File: src/rtl/intagg_pkg.sv
package intagg_pkg;

    typedef enum logic [1:0] {
        ADDR_STAT = 2'd0,
        ADDR_FLAG = 2'd1,
        ADDR_ENA  = 2'd2,
        ADDR_CFG  = 2'd3
    } reg_addr_e;

    typedef struct packed {
        logic od;   // bit 2: open-drain drive
        logic pol;  // bit 1: asserted high
        logic gie;  // bit 0: global pin enable
    } cfg_t;

    localparam int CFG_W = $bits(cfg_t);

endpackage

File: src/rtl/intagg_edge.sv
module intagg_edge #(
    parameter int NPAIR  = 5,
    parameter int NEDGE  = 6,
    parameter int NPULSE = 10,
    localparam int NLVL  = NPAIR + NEDGE,
    localparam int NFLAG = 2 * NPAIR + NEDGE + NPULSE
) (
    input  logic              clk,
    input  logic              rst_n,
    input  logic [NPAIR-1:0]  lvl_pair_i,
    input  logic [NEDGE-1:0]  lvl_edge_i,
    input  logic [NPULSE-1:0] pulse_i,
    output logic [NLVL-1:0]   lvl_q_o,
    output logic [NFLAG-1:0]  set_o
);

    logic [NLVL-1:0] lvl_d, lvl_q;

    always_comb begin
        lvl_d = {lvl_edge_i, lvl_pair_i};
    end

    always_ff @(posedge clk) begin
        if (!rst_n) lvl_q <= '0;
        else        lvl_q <= lvl_d;
    end

    assign lvl_q_o = lvl_q;

    for (genvar i = 0; i < NPAIR; i++) begin : g_pair
        assign set_o[i]         =  lvl_pair_i[i] & ~lvl_q[i];
        assign set_o[NPAIR + i] = ~lvl_pair_i[i] &  lvl_q[i];
    end

    for (genvar j = 0; j < NEDGE; j++) begin : g_edge
        assign set_o[2 * NPAIR + j] = lvl_edge_i[j] & ~lvl_q[NPAIR + j];
    end

    for (genvar k = 0; k < NPULSE; k++) begin : g_pulse
        assign set_o[2 * NPAIR + NEDGE + k] = pulse_i[k];
    end

endmodule

File: src/rtl/intagg_pin.sv
module intagg_pin
    import intagg_pkg::*;
(
    input  logic pending_i,
    input  cfg_t cfg_i,
    output logic pin_o,
    output logic oe_o
);

    always_comb begin
        pin_o = pending_i ? cfg_i.pol : ~cfg_i.pol;
        oe_o  = cfg_i.od ? pending_i : 1'b1;
    end

endmodule

File: src/rtl/intagg_top.sv
module intagg_top
    import intagg_pkg::*;
#(
    parameter int NPAIR  = 5,
    parameter int NEDGE  = 6,
    parameter int NPULSE = 10,
    parameter int DW     = 32,
    localparam int NLVL  = NPAIR + NEDGE,
    localparam int NFLAG = 2 * NPAIR + NEDGE + NPULSE
) (
    input  logic              clk,
    input  logic              rst_n,
    input  logic [NPAIR-1:0]  lvl_pair_i,
    input  logic [NEDGE-1:0]  lvl_edge_i,
    input  logic [NPULSE-1:0] pulse_i,
    input  logic [1:0]        bus_addr_i,
    input  logic              bus_wr_i,
    input  logic [DW-1:0]     bus_wdata_i,
    output logic [DW-1:0]     bus_rdata_o,
    output logic              irq_pin_o,
    output logic              irq_oe_o
);

    typedef struct packed {
        logic [NFLAG-1:0] flags;
        logic [NFLAG-1:0] ena;
        cfg_t             cfg;
    } state_t;

    state_t           st_d, st_q;
    logic [NLVL-1:0]  lvl_q;
    logic [NFLAG-1:0] set_ev;
    logic [NFLAG-1:0] clr_mask;
    logic [NFLAG-1:0] flags_q;
    cfg_t             cfg_q;
    logic             pending;
    logic             unused_wbits;
    reg_addr_e        addr;

    assign addr         = reg_addr_e'(bus_addr_i);
    assign unused_wbits = ^bus_wdata_i;

    intagg_edge #(
        .NPAIR (NPAIR),
        .NEDGE (NEDGE),
        .NPULSE(NPULSE)
    ) u_edge (
        .clk       (clk),
        .rst_n     (rst_n),
        .lvl_pair_i(lvl_pair_i),
        .lvl_edge_i(lvl_edge_i),
        .pulse_i   (pulse_i),
        .lvl_q_o   (lvl_q),
        .set_o     (set_ev)
    );

    always_comb begin
        st_d     = st_q;
        clr_mask = (bus_wr_i && addr == ADDR_FLAG) ? bus_wdata_i[NFLAG-1:0] : '0;
        st_d.flags = (st_q.flags & ~clr_mask) | set_ev;
        if (bus_wr_i && addr == ADDR_ENA) st_d.ena = bus_wdata_i[NFLAG-1:0];
        if (bus_wr_i && addr == ADDR_CFG) st_d.cfg = cfg_t'(bus_wdata_i[CFG_W-1:0]);
    end

    always_ff @(posedge clk) begin
        if (!rst_n) st_q <= '0;
        else        st_q <= st_d;
    end

    assign flags_q = st_q.flags;
    assign cfg_q   = st_q.cfg;
    assign pending = cfg_q.gie & (|(st_q.flags & st_q.ena));

    always_comb begin
        bus_rdata_o = '0;
        unique case (addr)
            ADDR_STAT: bus_rdata_o[NLVL-1:0]  = lvl_q;
            ADDR_FLAG: bus_rdata_o[NFLAG-1:0] = st_q.flags;
            ADDR_ENA:  bus_rdata_o[NFLAG-1:0] = st_q.ena;
            ADDR_CFG:  bus_rdata_o[CFG_W-1:0] = st_q.cfg;
            default:   bus_rdata_o = '0;
        endcase
    end

    intagg_pin u_pin (
        .pending_i(pending),
        .cfg_i    (cfg_q),
        .pin_o    (irq_pin_o),
        .oe_o     (irq_oe_o)
    );

endmodule

File: config.mk
export PLATFORM = sky130hd
export DESIGN_NAME = intagg_top
export DESIGN_NICKNAME = d
export VERILOG_FILES = /design/src/rtl/intagg_pkg.sv /design/src/rtl/intagg_edge.sv /design/src/rtl/intagg_pin.sv /design/src/rtl/intagg_top.sv
export SDC_FILE = /design/constraint.sdc
export NUM_CORES = 1
export LEC_CHECK = 0
export ABC_AREA = 1
export BUFFER_PORTS_ARGS = -buffer_cell sky130_fd_sc_hd__clkbuf_2
export CORE_ASPECT_RATIO = 0.75
export CORE_MARGIN = 1
export CORE_UTILIZATION = 45
export DETAILED_ROUTE_END_ITERATION = 8
export GPL_TIMING_DRIVEN = 1
export HOLD_SLACK_MARGIN = 0.15
export PLACE_DENSITY = 0.79
export SYNTH_ARGS = -nofsm -noshare
export SYNTH_HDL_FRONTEND = slang
export SYNTH_SLANG_ARGS = --single-unit
File: constraint.sdc
create_clock -name clk -period 1.65 [get_ports clk]
set_input_delay 0.165 -clock clk [delete_from_list [all_inputs] [get_ports clk]]
set_output_delay 0.165 -clock clk [all_outputs]
set_load 0.02 [all_outputs]
* Yosys cells after proc, flatten, opt, wreduce, memory -nomap -nowiden
Index checks and enable logic that the tools add are counted.
** Word-level totals
- Input bits :: 58
- Word-level logic and storage cells :: 58
- Output and inout port bits :: 34
- Register bits :: 66
** Operators by class
- Bitwise operators :: 38
- Reduce and logical (&&, ||, !) cells :: 5
- Muxes and demuxes :: 6
- Equality and inequality tests :: 3
** Operators with widths (number)
- $and 26x26->26 :: 2
- $pmux 15 s2 :: 1
- $mux 26 :: 1
- $not 26->26 :: 1
- $or 26x26->26 :: 1
- $reduce_or 26->1 :: 1
- $pmux 8 s3 :: 1
- $and 1x1->1 :: 17
- $not 1->1 :: 17
- $pmux 3 s4 :: 1
- $eq 2x2->1 const B :: 2
- $logic_and 1x1->1 :: 3
- $eq 2x1->1 const B :: 1
- $logic_not 2->1 :: 1
- $mux 1 :: 2

* Depth between registers and ports, before layout
Gate-level depths: netlist (run 1).
- Word-level depth :: 6
- Depth in mapped cells :: 9

* Hierarchy
A second synthesis (run 1) with hierarchy kept.
** Second synthesis, totals
- Cell total of the unflattened synthesis :: 505
- Area total of the unflattened synthesis :: 3308.2 µm²
** By module, submodules not included
- intagg_top :: instances 1, seq. area each 1101.1 µm², cells an instance 423, area each 2776.4 µm²
- intagg_edge :: instances 1, seq. area each 220.2 µm², cells an instance 76, area each 509.2 µm²
- intagg_pin :: instances 1, seq. area each 0.0 µm², cells an instance 6, area each 22.5 µm²

* Worst setup path before layout (run 1)
No wires, ideal clock.
- Path type :: input-to-output
- From :: input port bus_addr_i[0]
- To :: output port bus_rdata_o[1]
- Path buffers :: 2
- Arrival time :: 1.174 ns
- Data required time :: 1.485 ns
- Stages on the path :: 6
- Setup slack :: 0.311 ns
- Cells stage by stage :: inv_1 ha_1 buf_6 buf_4 nand2_1 a32oi_1
** Between the ends
- Cells in the longest elaborated chain, start to end :: 2
** RTL lines
- from (decl) :: RTL line intagg_top.sv:16 : input logic [1:0] bus_addr_i,
- $eq 2x2->1 (tied with other cells) :: RTL line intagg_top.sv:76 : unique case (addr)
- $pmux 3 s4 * :: RTL line intagg_top.sv:76
- to (decl) :: RTL line intagg_top.sv:19 : output logic [DW-1:0] bus_rdata_o,
Every way passes the cells marked *; elsewhere a longest branch is shown, timed or not.

* Worst setup path in the final report (run 1)
- From :: register st_q (netlist bit flags_q[22])
- To :: output port irq_oe_o
** Between the ends
- Cells in the longest elaborated chain, start to end :: 4
** RTL lines
- from (decl) :: RTL line intagg_top.sv:30 : state_t st_d, st_q;
- from (signal assigned) :: RTL line intagg_top.sv:67 : else st_q <= st_d;
- $and 26x26->26 :: RTL line intagg_top.sv:72 : assign pending = cfg_q.gie & (|(st_q.flags & st_q.ena));
- $reduce_or 26->1 :: RTL line intagg_top.sv:72
- $and 1x1->1 :: RTL line intagg_top.sv:72
- $mux 1 :: RTL line intagg_pin.sv:12 : oe_o = cfg_i.od ? pending_i : 1'b1;
- to (decl) :: RTL line intagg_top.sv:21 : output logic irq_oe_o
No other way between the ends.

==> flow_summary_export.csv, run 1 <==
group,metric,value,unit
run_status,outcome,"complete, but fails checks",
run_status,violations,"setup timing",
layout,n_antenna_cell,0,
synth,ys_seq_area_frac,0.415,
layout,fin_nets,668,
synth,syn-cell-area,3180,um^2
layout,layout-drive-gt1-share,0.252,
min_path,min-delay-start,"bus_wr_i",
power_and_ir_drop,power.leakage,2.13,nW
layout,utilization,0.657,
global_routing,grt-ovfl-total,0,
placement,numPlacedInstances,610,
global_routing,grt_usage,0.264,
power_and_ir_drop,p_total,3.79,mW
detailed_routing,drc,0,
critical_path,required,1.48,ns
sta,hold_violations,0,
detailed_routing,wl_per_cell,14.1,um
placement,numPortBuffers,79,
global_routing,grt_pass1_vias,3196,
critical_path,crit_arrival,1.53,ns
sta,worst_clock_skew,0.00436,ns
sta,min_period_over_period,1.02,
min_path,min_path_cells,3,
placement,gp_congestion,0.817,
die,core,6830,um^2
clocking,cts.sink_count,66,
detailed_routing,dr.pass1.iters,7,
clocking,cts_buffer_depth,2,
min_path,hp-class,"primary input to flip-flop",
flow_run,max_cap_violations,0,
die,die_w,99.1,um
critical_path,r2r-end,"flags_q[16]",
critical_path,crit_path_cell_trace,"nand2_2 -> nand2_2 -> nor2_1 -> nand2_1 -> nor2_1 -> nand2_1 -> nand2_2 -> buf_4 -> nand2_2 -> buf_6",
critical_path,critPathKind,"flip-flop to output pin",
clocking,cts_buffers,9,
placement,dp_hpwl,5.95,mm
placement,pre_cts_slack,0.0531,ns
die,fp-row-count,26,
clocking,clkSlewWorstSetupHoldPaths,0.07,ns
detailed_routing,vias,3555,
critical_path,crit_fanout,2,
sta,slew_violations,0,
global_routing,grt_pass1_wl,14.9,mm
die,die_area,7420,um^2
detailed_routing,ant_nets,0,
critical_path,crit_path_end_kind,"output pin",
synth,syn_inst,466,
global_routing,grt_start_max_net_pins,52,
power_and_ir_drop,powerDensity,845,nW/um^2
sta,hold_ws,0.353,ns
global_routing,antenna_found_initial,0,
clocking,clk_latency,0.36,ns
synth,yosysUniqueCellTypes,22,
detailed_routing,vias_per_cell,5.14,
layout,area_growth,40.9,%
sta,max_freq,591,MHz
critical_path,reg2reg_depth,4,
critical_path,slowest_delay,0.33,ns
layout,fill_cells,596,
sta,rsz0062_at_grt,"yes",
die,initial_core_util,0.466,
critical_path,r2r_setup_slack,0.27,ns
critical_path,cpMostUsedCell,"nand2_2",
synth,ys_warn_count,0,
clocking,htreeDepth,3,
sta,period_needed,1.69,ns
critical_path,worstReg2RegStart,"flags_q[16]",
min_path,hold-path-endpoint,"cfg_q[1]",
sta,setup_violations,2,
sta,worst_slack,-0.0411,ns
synth,syn_area_per_cell,6.83,um^2
critical_path,crit_path_top_delay_cell,"dfxtp_2",
die,io_pins,92,
layout,instances_no_fill,692,
power_and_ir_drop,ir_drop,510,uV
detailed_routing,drt_wl_total,9.78,mm
die,die_h,74.9,um
detailed_routing,drt_iter0_drc,365,
clocking,cts_tree,"built",
synth,ys_seq_elements,66,
clocking,cts-root-buf,"clkbuf_8",
critical_path,start_kind,"flip-flop",
## critical path: cells and delay by family (launching register included)
| kind | cells | cell delay [ns] |
|---|---|---|
| and+or+nand+nor | 8 | 0.61 |
| DFF | 1 | 0.33 |
| buffers and inverters | 2 | 0.22 |
## what timing repair did
item / in CTS / in global routing
gates resized for setup: 21 / 21
buffers inserted: 6 / 4
hold endpoints to repair: 66 / 0
pin swaps: 4 / 6
endpoints found under the setup margin: 1 / 8
cloned: 0 / 0
hold buffers: 57 / 0
## metrics by stage
stage               area, um^2  TNS [ns]
global route              4490    -0.307
finish                    4490   -0.0693
floorplan                 3200         0
global placement          3560         0
detailed placement        3560         0
CTS                       4400   -0.0142
## synth_stat cells
cell type,number,area share
nor2_1,65,0.077
clkbuf_1,2,0.0024
dfxtp_1,66,0.41
inv_8,1,0.0035
buf_2,9,0.014
nand2_8,1,0.0063
inv_2,1,0.0012
ha_1,6,0.024
nand2_1,133,0.16
a21oi_1,38,0.060
or2_2,3,0.0059
nand4_1,1,0.0020
o22ai_1,2,0.0039
inv_1,33,0.039
buf_1,2,0.0024
o21ai_0,38,0.060
nand3_1,42,0.066
buf_6,8,0.028
buf_4,9,0.021
o21ai_1,2,0.0031
conb_1,1,0.0012
a32oi_1,3,0.0083
## cell type report
type | count | area [um^2] | share of cell area
multi-input combinational | 340 | 1560 | 0.348
sequential | 66 | 1350 | 0.300
timing repair buffer | 152 | 1140 | 0.254
clock buffer | 13 | 179 | 0.0399
inverter | 35 | 143 | 0.0318
tap | 84 | 105 | 0.0234
clock inverter | 2 | 10.0 | 0.00223
## sequential cells by signal (all words and copies together) (netlist names)
register / count
u_edge.lvl_q_o: 11
flags_q: 26
st_q: 26
cfg_q: 3
## cell families after synthesis
kind of cell,after synthesis,synth area share
other cells,1,0.00118
compound gates,83,0.135
fa+ha+maj,6,0.0236
simple gates,245,0.314
buf+inv,65,0.112
flops,66,0.415
## worst max-delay path by stage
stage	start	endpoint	slack (ns)	cells after the start
2_1_floorplan	bus_addr_i[0]	bus_rdata_o[1]	0.31	6
3_3_place_gp	bus_addr_i[0]	bus_rdata_o[11]	0.14	6
3_5_place_dp	bus_addr_i[0]	bus_rdata_o[12]	0.05	6
4_1_cts	flags_q[24]	irq_pin_o	-0.01	10
5_1_grt	st_q[19]	irq_pin_o	-0.16	10
6_report	flags_q[22]	irq_oe_o	-0.04	10
## per-layer routing
layer  GRT usage  wire [um]
met1       0.334       4150
met2       0.457       4610
met5           0          0
met4      0.0866        223
met3      0.0622        795
## power by group
part | total (mW) | internal (mW) | switching, mW | leakage (nW)
logic | 0.706 | 0.321 | 0.385 | 1.48
clock network | 1.30 | 0.696 | 0.607 | 0.101
registers | 1.78 | 1.70 | 0.0790 | 0.552
total | 3.79 | 2.72 | 1.07 | 2.13
## cells in the final DEF, fill, tap and decap left out, drive strengths merged
master	instances
o22ai	2
clkbuf	91
ha	6
inv	34
or2	3
nand4	1
o21ai	40
conb	6
buf	17
dlygate4sd3	57
dfxtp	66
nand3	42
clkinv	2
nor2	65
a21oi	38
a32oi	3
nand2	134
clkinvlp	1
Note: power is estimated with default switching activity, not from simulation.
==> inputs of run 2 (changes only) <==
Settings changed: CORE_MARGIN 1 to default.
Clock period 1.65 ns to 2.15 ns, I/O delays scaled along.
==> flow_summary_export.csv, run 2 (same netlist as run 1, synthesis figures left out) <==
group,metric,value,unit
global_routing,grt-ovfl-total,0,
sta,max_freq,571,MHz
layout,area_growth,29.0,%
critical_path,critPathKind,"flip-flop to output pin",
global_routing,grt_start_max_net_pins,52,
layout,fill_cells,646,
global_routing,grt_usage,0.245,
layout,utilization,0.601,
critical_path,cpMostUsedCell,"nand2_1",
critical_path,worstReg2RegStart,"u_edge.lvl_q_o[2]",
clocking,htreeDepth,3,
sta,worst_clock_skew,0.00615,ns
placement,gp_congestion,0.794,
sta,hold_violations,0,
clocking,cts-root-buf,"clkbuf_8",
layout,layout-drive-gt1-share,0.187,
clocking,clkSlewWorstSetupHoldPaths,0.07,ns
critical_path,crit_path_top_delay_cell,"dfxtp_1",
critical_path,crit_fanout,3,
die,io_pins,92,
min_path,min-delay-start,"bus_wdata_i[15]",
die,core,6830,um^2
die,fp-row-count,26,
min_path,hp-class,"primary input to flip-flop",
detailed_routing,vias_per_cell,5.11,
critical_path,crit_buf_inv,1,
sta,setup_violations,0,
critical_path,crit_arrival,1.54,ns
global_routing,grt_pass1_wl,14.0,mm
power_and_ir_drop,powerDensity,748,nW/um^2
die,die_area,7420,um^2
critical_path,critPathTopFamily,"simple AND/OR/NAND/NOR gates",
detailed_routing,ant_nets,0,
power_and_ir_drop,p_seq_frac,0.443,
sta,slew_headroom,0.654,
clocking,clk_latency,0.34,ns
layout,n_antenna_cell,0,
clocking,cts_resized,0,
critical_path,startpoint,"flags_q[9]",
global_routing,grt_pass1_vias,2940,
placement,dp_hpwl,5.79,mm
die,die_w,99.1,um
power_and_ir_drop,power.leakage,1.97,nW
sta,hold_ws,0.152,ns
critical_path,slowest_delay,0.33,ns
detailed_routing,vias,3356,
flow_run,max_cap_violations,0,
sta,rsz0062_at_grt,"no",
critical_path,start_kind,"flip-flop",
critical_path,crit_path_cell_trace,"nand2_1 -> nand2_1 -> nor2_1 -> nand2_1 -> nor2_1 -> nand2_1 -> nand2_1 -> nand2_1 -> nand2_1 -> clkbuf_2",
sta,tightest_slew,0.519,ns
placement,numPortBuffers,79,
detailed_routing,drt_iter0_drc,251,
clocking,cts_tree,"built",
detailed_routing,dr.pass1.iters,5,
die,initial_core_util,0.466,
detailed_routing,drc,0,
power_and_ir_drop,p_int,2.25,mW
die,die_h,74.9,um
global_routing,antenna_found_initial,0,
power_and_ir_drop,clkPwrFrac,0.410,
sta,slew_violations,0,
power_and_ir_drop,ir_drop,407,uV
layout,mostFrequentLayoutCells,"133 x nand2_1, 79 x clkbuf_2, 66 x dfxtp_1",
power_and_ir_drop,combPwrFrac,0.147,
sta,period_needed,1.75,ns
sta,min_period_over_period,0.814,
critical_path,crit_path_end_kind,"output pin",
clocking,cts_buffers,9,
clocking,cts.sink_count,66,
power_and_ir_drop,p_total,3.07,mW
detailed_routing,wl_per_cell,13.4,um
power_and_ir_drop,power_switching,0.816,mW
clocking,cts_buffer_depth,2,
power_and_ir_drop,swShare,0.266,
critical_path,required,1.93,ns
layout,layout_commonest_cell,"nand2_1",
layout,fin_nets,632,
run_status,outcome,"finished clean",
detailed_routing,drt_wl_total,8.77,mm
sta,setup_tns,0,ns
-- run 2: routing by layer --
layer  global-route usage  vias up  wire length (um)
met4               0.0866        0               136
met5                    0        -                 0
met2                0.389      149              3940
met1                0.333     1508              4050
li1                     -     1680                 -
met3               0.0585       19               653
-- run 2: cell type report --
cell class              count  area (um^2)  area share
repair buffers            116          776       0.189
multi-input cells         340         1530       0.371
clock buffers               9          124      0.0302
flip-flops and latches     66         1320       0.322
clock inverters             7          116      0.0283
inverters                  35          139      0.0338
well taps                  84          105      0.0256
-- run 2: worst paths after layout --
kind | endpoint | slack (ns) | cells after the start
max | irq_pin_o | 0.40 | 10
min | st_q[18] | 0.15 | 3
max reg2reg | flags_q[7] | 1.23 | 3
min reg2reg | flags_q[15] | 0.45 | 1
-- run 2: timing repair --
action | in CTS | in global routing
setup buffers | 0 | 0
endpoints found under the hold margin | 42 | 0
hold buffers | 31 | 0
-- run 2: power groups by stage --
| stage | registers (mW) | logic [mW] | clock network, mW |
|---|---|---|---|
| 2_1_floorplan | 1.37 | 0.281 | 0 |
| 3_3_place_gp | 1.38 | 0.396 | 0 |
| 3_5_place_dp | 1.38 | 0.405 | 0 |
| 4_1_cts | 1.36 | 0.450 | 1.28 |
| 5_1_grt | 1.37 | 0.504 | 1.33 |
| 6_report | 1.36 | 0.452 | 1.26 |
-- run 2: through the flow --
step | cells | cell area (um^2) | setup slack, ns
3_3_place_gp | 610 | 3560 | 0.571
6_report | 657 | 4110 | 0.399
2_1_floorplan | 471 | 3200 | 0.711
5_1_grt | 657 | 4110 | 0.171
3_5_place_dp | 610 | 3560 | 0.535
4_1_cts | 657 | 4110 | 0.380
-- run 2: worst min-delay path, stage by stage --
cell      delay, ns
clkbuf_2       0.09
o21ai_0        0.08
nor2_1         0.08
==> inputs of run 3 (changes only) <==
Settings changed: PLACE_DENSITY 0.79 to 0.82.
Clock period 2.15 ns to 1.45 ns, I/O delays scaled along.
==> flow_summary_export.csv, run 3 (same netlist as run 1, synthesis figures left out) <==
group,metric,value,unit
clocking,cts_buffers,9,
clocking,cts-root-buf,"clkbuf_8",
clocking,cts_buffer_depth,2,
layout,instances_no_fill,695,
power_and_ir_drop,p_total,4.69,mW
clocking,clk_latency,0.35,ns
sta,setup_tns,-0.426,ns
clocking,htreeDepth,3,
placement,numPortBuffers,79,
sta,min_period_over_period,1.16,
critical_path,start_kind,"flip-flop",
flow_run,max_cap_violations,0,
global_routing,grt_start_max_net_pins,37,
layout,layout-drive-gt1-share,0.252,
layout,layout_commonest_cell,"nand2_1",
critical_path,reg2reg_depth,4,
min_path,min_path_cells,3,
placement,placed_area,3590,um^2
detailed_routing,vias_per_cell,5.19,
die,initial_core_util,0.466,
power_and_ir_drop,power.leakage,2.17,nW
global_routing,grt_usage,0.261,
die,die_h,74.9,um
clocking,clkSlewWorstSetupHoldPaths,0.07,ns
sta,period_needed,1.68,ns
layout,area_growth,44.6,%
critical_path,required,1.31,ns
sta,hold_violations,0,
clocking,cts_tree,"built",
sta,max_freq,594,MHz
placement,gp_congestion,0.871,
layout,mostFrequentLayoutCells,"127 x nand2_1, 66 x clkbuf_2, 63 x nor2_1",
min_path,hp-class,"primary input to flip-flop",
global_routing,grt-ovfl-total,0,
critical_path,worstReg2RegStart,"flags_q[20]",
die,io_pins,92,
placement,numPlacedInstances,615,
critical_path,crit_path_end_kind,"output pin",
critical_path,crit_arrival,1.54,ns
min_path,min-delay-start,"rst_n",
die,fp-row-count,26,
layout,design_area,4600,um^2
detailed_routing,ant_nets,0,
global_routing,grt_pass1_wl,15.0,mm
die,die_w,99.1,um
global_routing,grt_pass1_vias,3272,
sta,rsz0062_at_grt,"yes",
run_status,outcome,"complete, but fails checks",
power_and_ir_drop,ir_drop,695,uV
power_and_ir_drop,powerDensity,1020,nW/um^2
detailed_routing,wl_per_cell,14.0,um
sta,setup_violations,2,
critical_path,r2r-end,"flags_q[20]",
critical_path,critPathKind,"flip-flop to output pin",
min_path,hold-path-endpoint,"cfg_q[2]",
layout,fin_nets,670,
die,core,6830,um^2
die,die_area,7420,um^2
detailed_routing,drt_wl_total,9.73,mm
detailed_routing,dr.pass1.iters,5,
sta,slew_violations,0,
placement,dp_hpwl,6.02,mm
detailed_routing,drt_iter0_drc,261,
global_routing,antenna_found_initial,0,
run_status,violations,"setup timing",
critical_path,crit_fanout,3,
sta,worst_clock_skew,0.00491,ns
clocking,cts.sink_count,66,
sta,worst_slack,-0.233,ns
critical_path,r2r_setup_slack,0.12,ns
detailed_routing,vias,3607,
detailed_routing,drc,0,
layout,n_antenna_cell,0,
## run 3: cell count changes in the layout (fill, tap and decap cells not counted), moves of 3 or more
| cell | previous run | this run |
|---|---|---|
| dlygate4sd3_1 | 31 | 55 |
| buf_4 | 4 | 22 |
| dfxtp_1 | 66 | 51 |
| dfxtp_2 | 0 | 15 |
| clkbuf_2 | 79 | 66 |
| nand2_1 | 133 | 127 |
| nand2_2 | 0 | 6 |
| clkbuf_8 | 9 | 14 |
| a21oi_1 | 38 | 34 |
| a21oi_2 | 0 | 4 |
| buf_2 | 0 | 4 |
| ha_1 | 6 | 3 |
| inv_1 | 33 | 30 |
## run 3: report_power, final
part	switching [mW]	internal [mW]
combinational	0.447	0.384
sequential	0.0873	1.94
clock	0.728	1.11
total	1.26	3.43
## run 3: repair_timing
item,4_1_cts,5_1_grt
gates cloned,0,1
endpoints found under the setup margin,12,33
setup buffers,6,2
hold buffers,56,0
pin swaps,5,9
gates resized for setup,18,40
hold endpoints to repair,66,0
## run 3: metrics by stage
stage | hold WS, ns | setup WS, ns | utilization
after floorplan | 0.252 | 0.151 | -
after global placement | 0.340 | 0.0143 | 0.526
after detailed placement | 0.346 | -0.0487 | 0.526
after CTS | 0.156 | -0.223 | 0.657
after global routing | 0.190 | -0.319 | 0.674
final | 0.163 | -0.233 | 0.674
## run 3: worst max path at each step
stage                  start               to  slack [ns]
6_report         flags_q[13]        irq_pin_o       -0.23
2_1_floorplan  bus_addr_i[0]   bus_rdata_o[1]        0.15
4_1_cts             st_q[15]        irq_pin_o       -0.22
3_5_place_dp   bus_addr_i[1]  bus_rdata_o[17]       -0.05
3_3_place_gp   bus_addr_i[0]  bus_rdata_o[12]        0.01
5_1_grt          flags_q[13]        irq_pin_o       -0.32
## run 3: layer usage
metal,vias to the layer above,part of all wire,GRT usage
met2,160,0.46,0.434
met1,1658,0.44,0.338
met3,30,0.073,0.0557
met4,0,0.024,0.106
li1,1759,-,-
met5,-,0,0
## run 3: layout make-up
type                            instances  area, um^2
Fill cell                             559        2230
Multi-Input combinational cell        340        1590
Sequential cell                        66        1340
Timing Repair Buffer                  154        1190
Clock buffer                           12         165
Inverter                               35         143
Tap cell                               84         105
Clock inverter                          4        72.6
## run 3: worst max-delay path: stages, from the launching register on
cell,delay [ns]
dfxtp_1,0.33
nand2_1,0.09
nand2_1,0.06
nor2_2,0.13
nand2_1,0.06
nor2_1,0.13
nand2_2,0.08
nand2_2,0.07
nand2_1,0.05
nand2_1,0.06
clkbuf_8,0.14
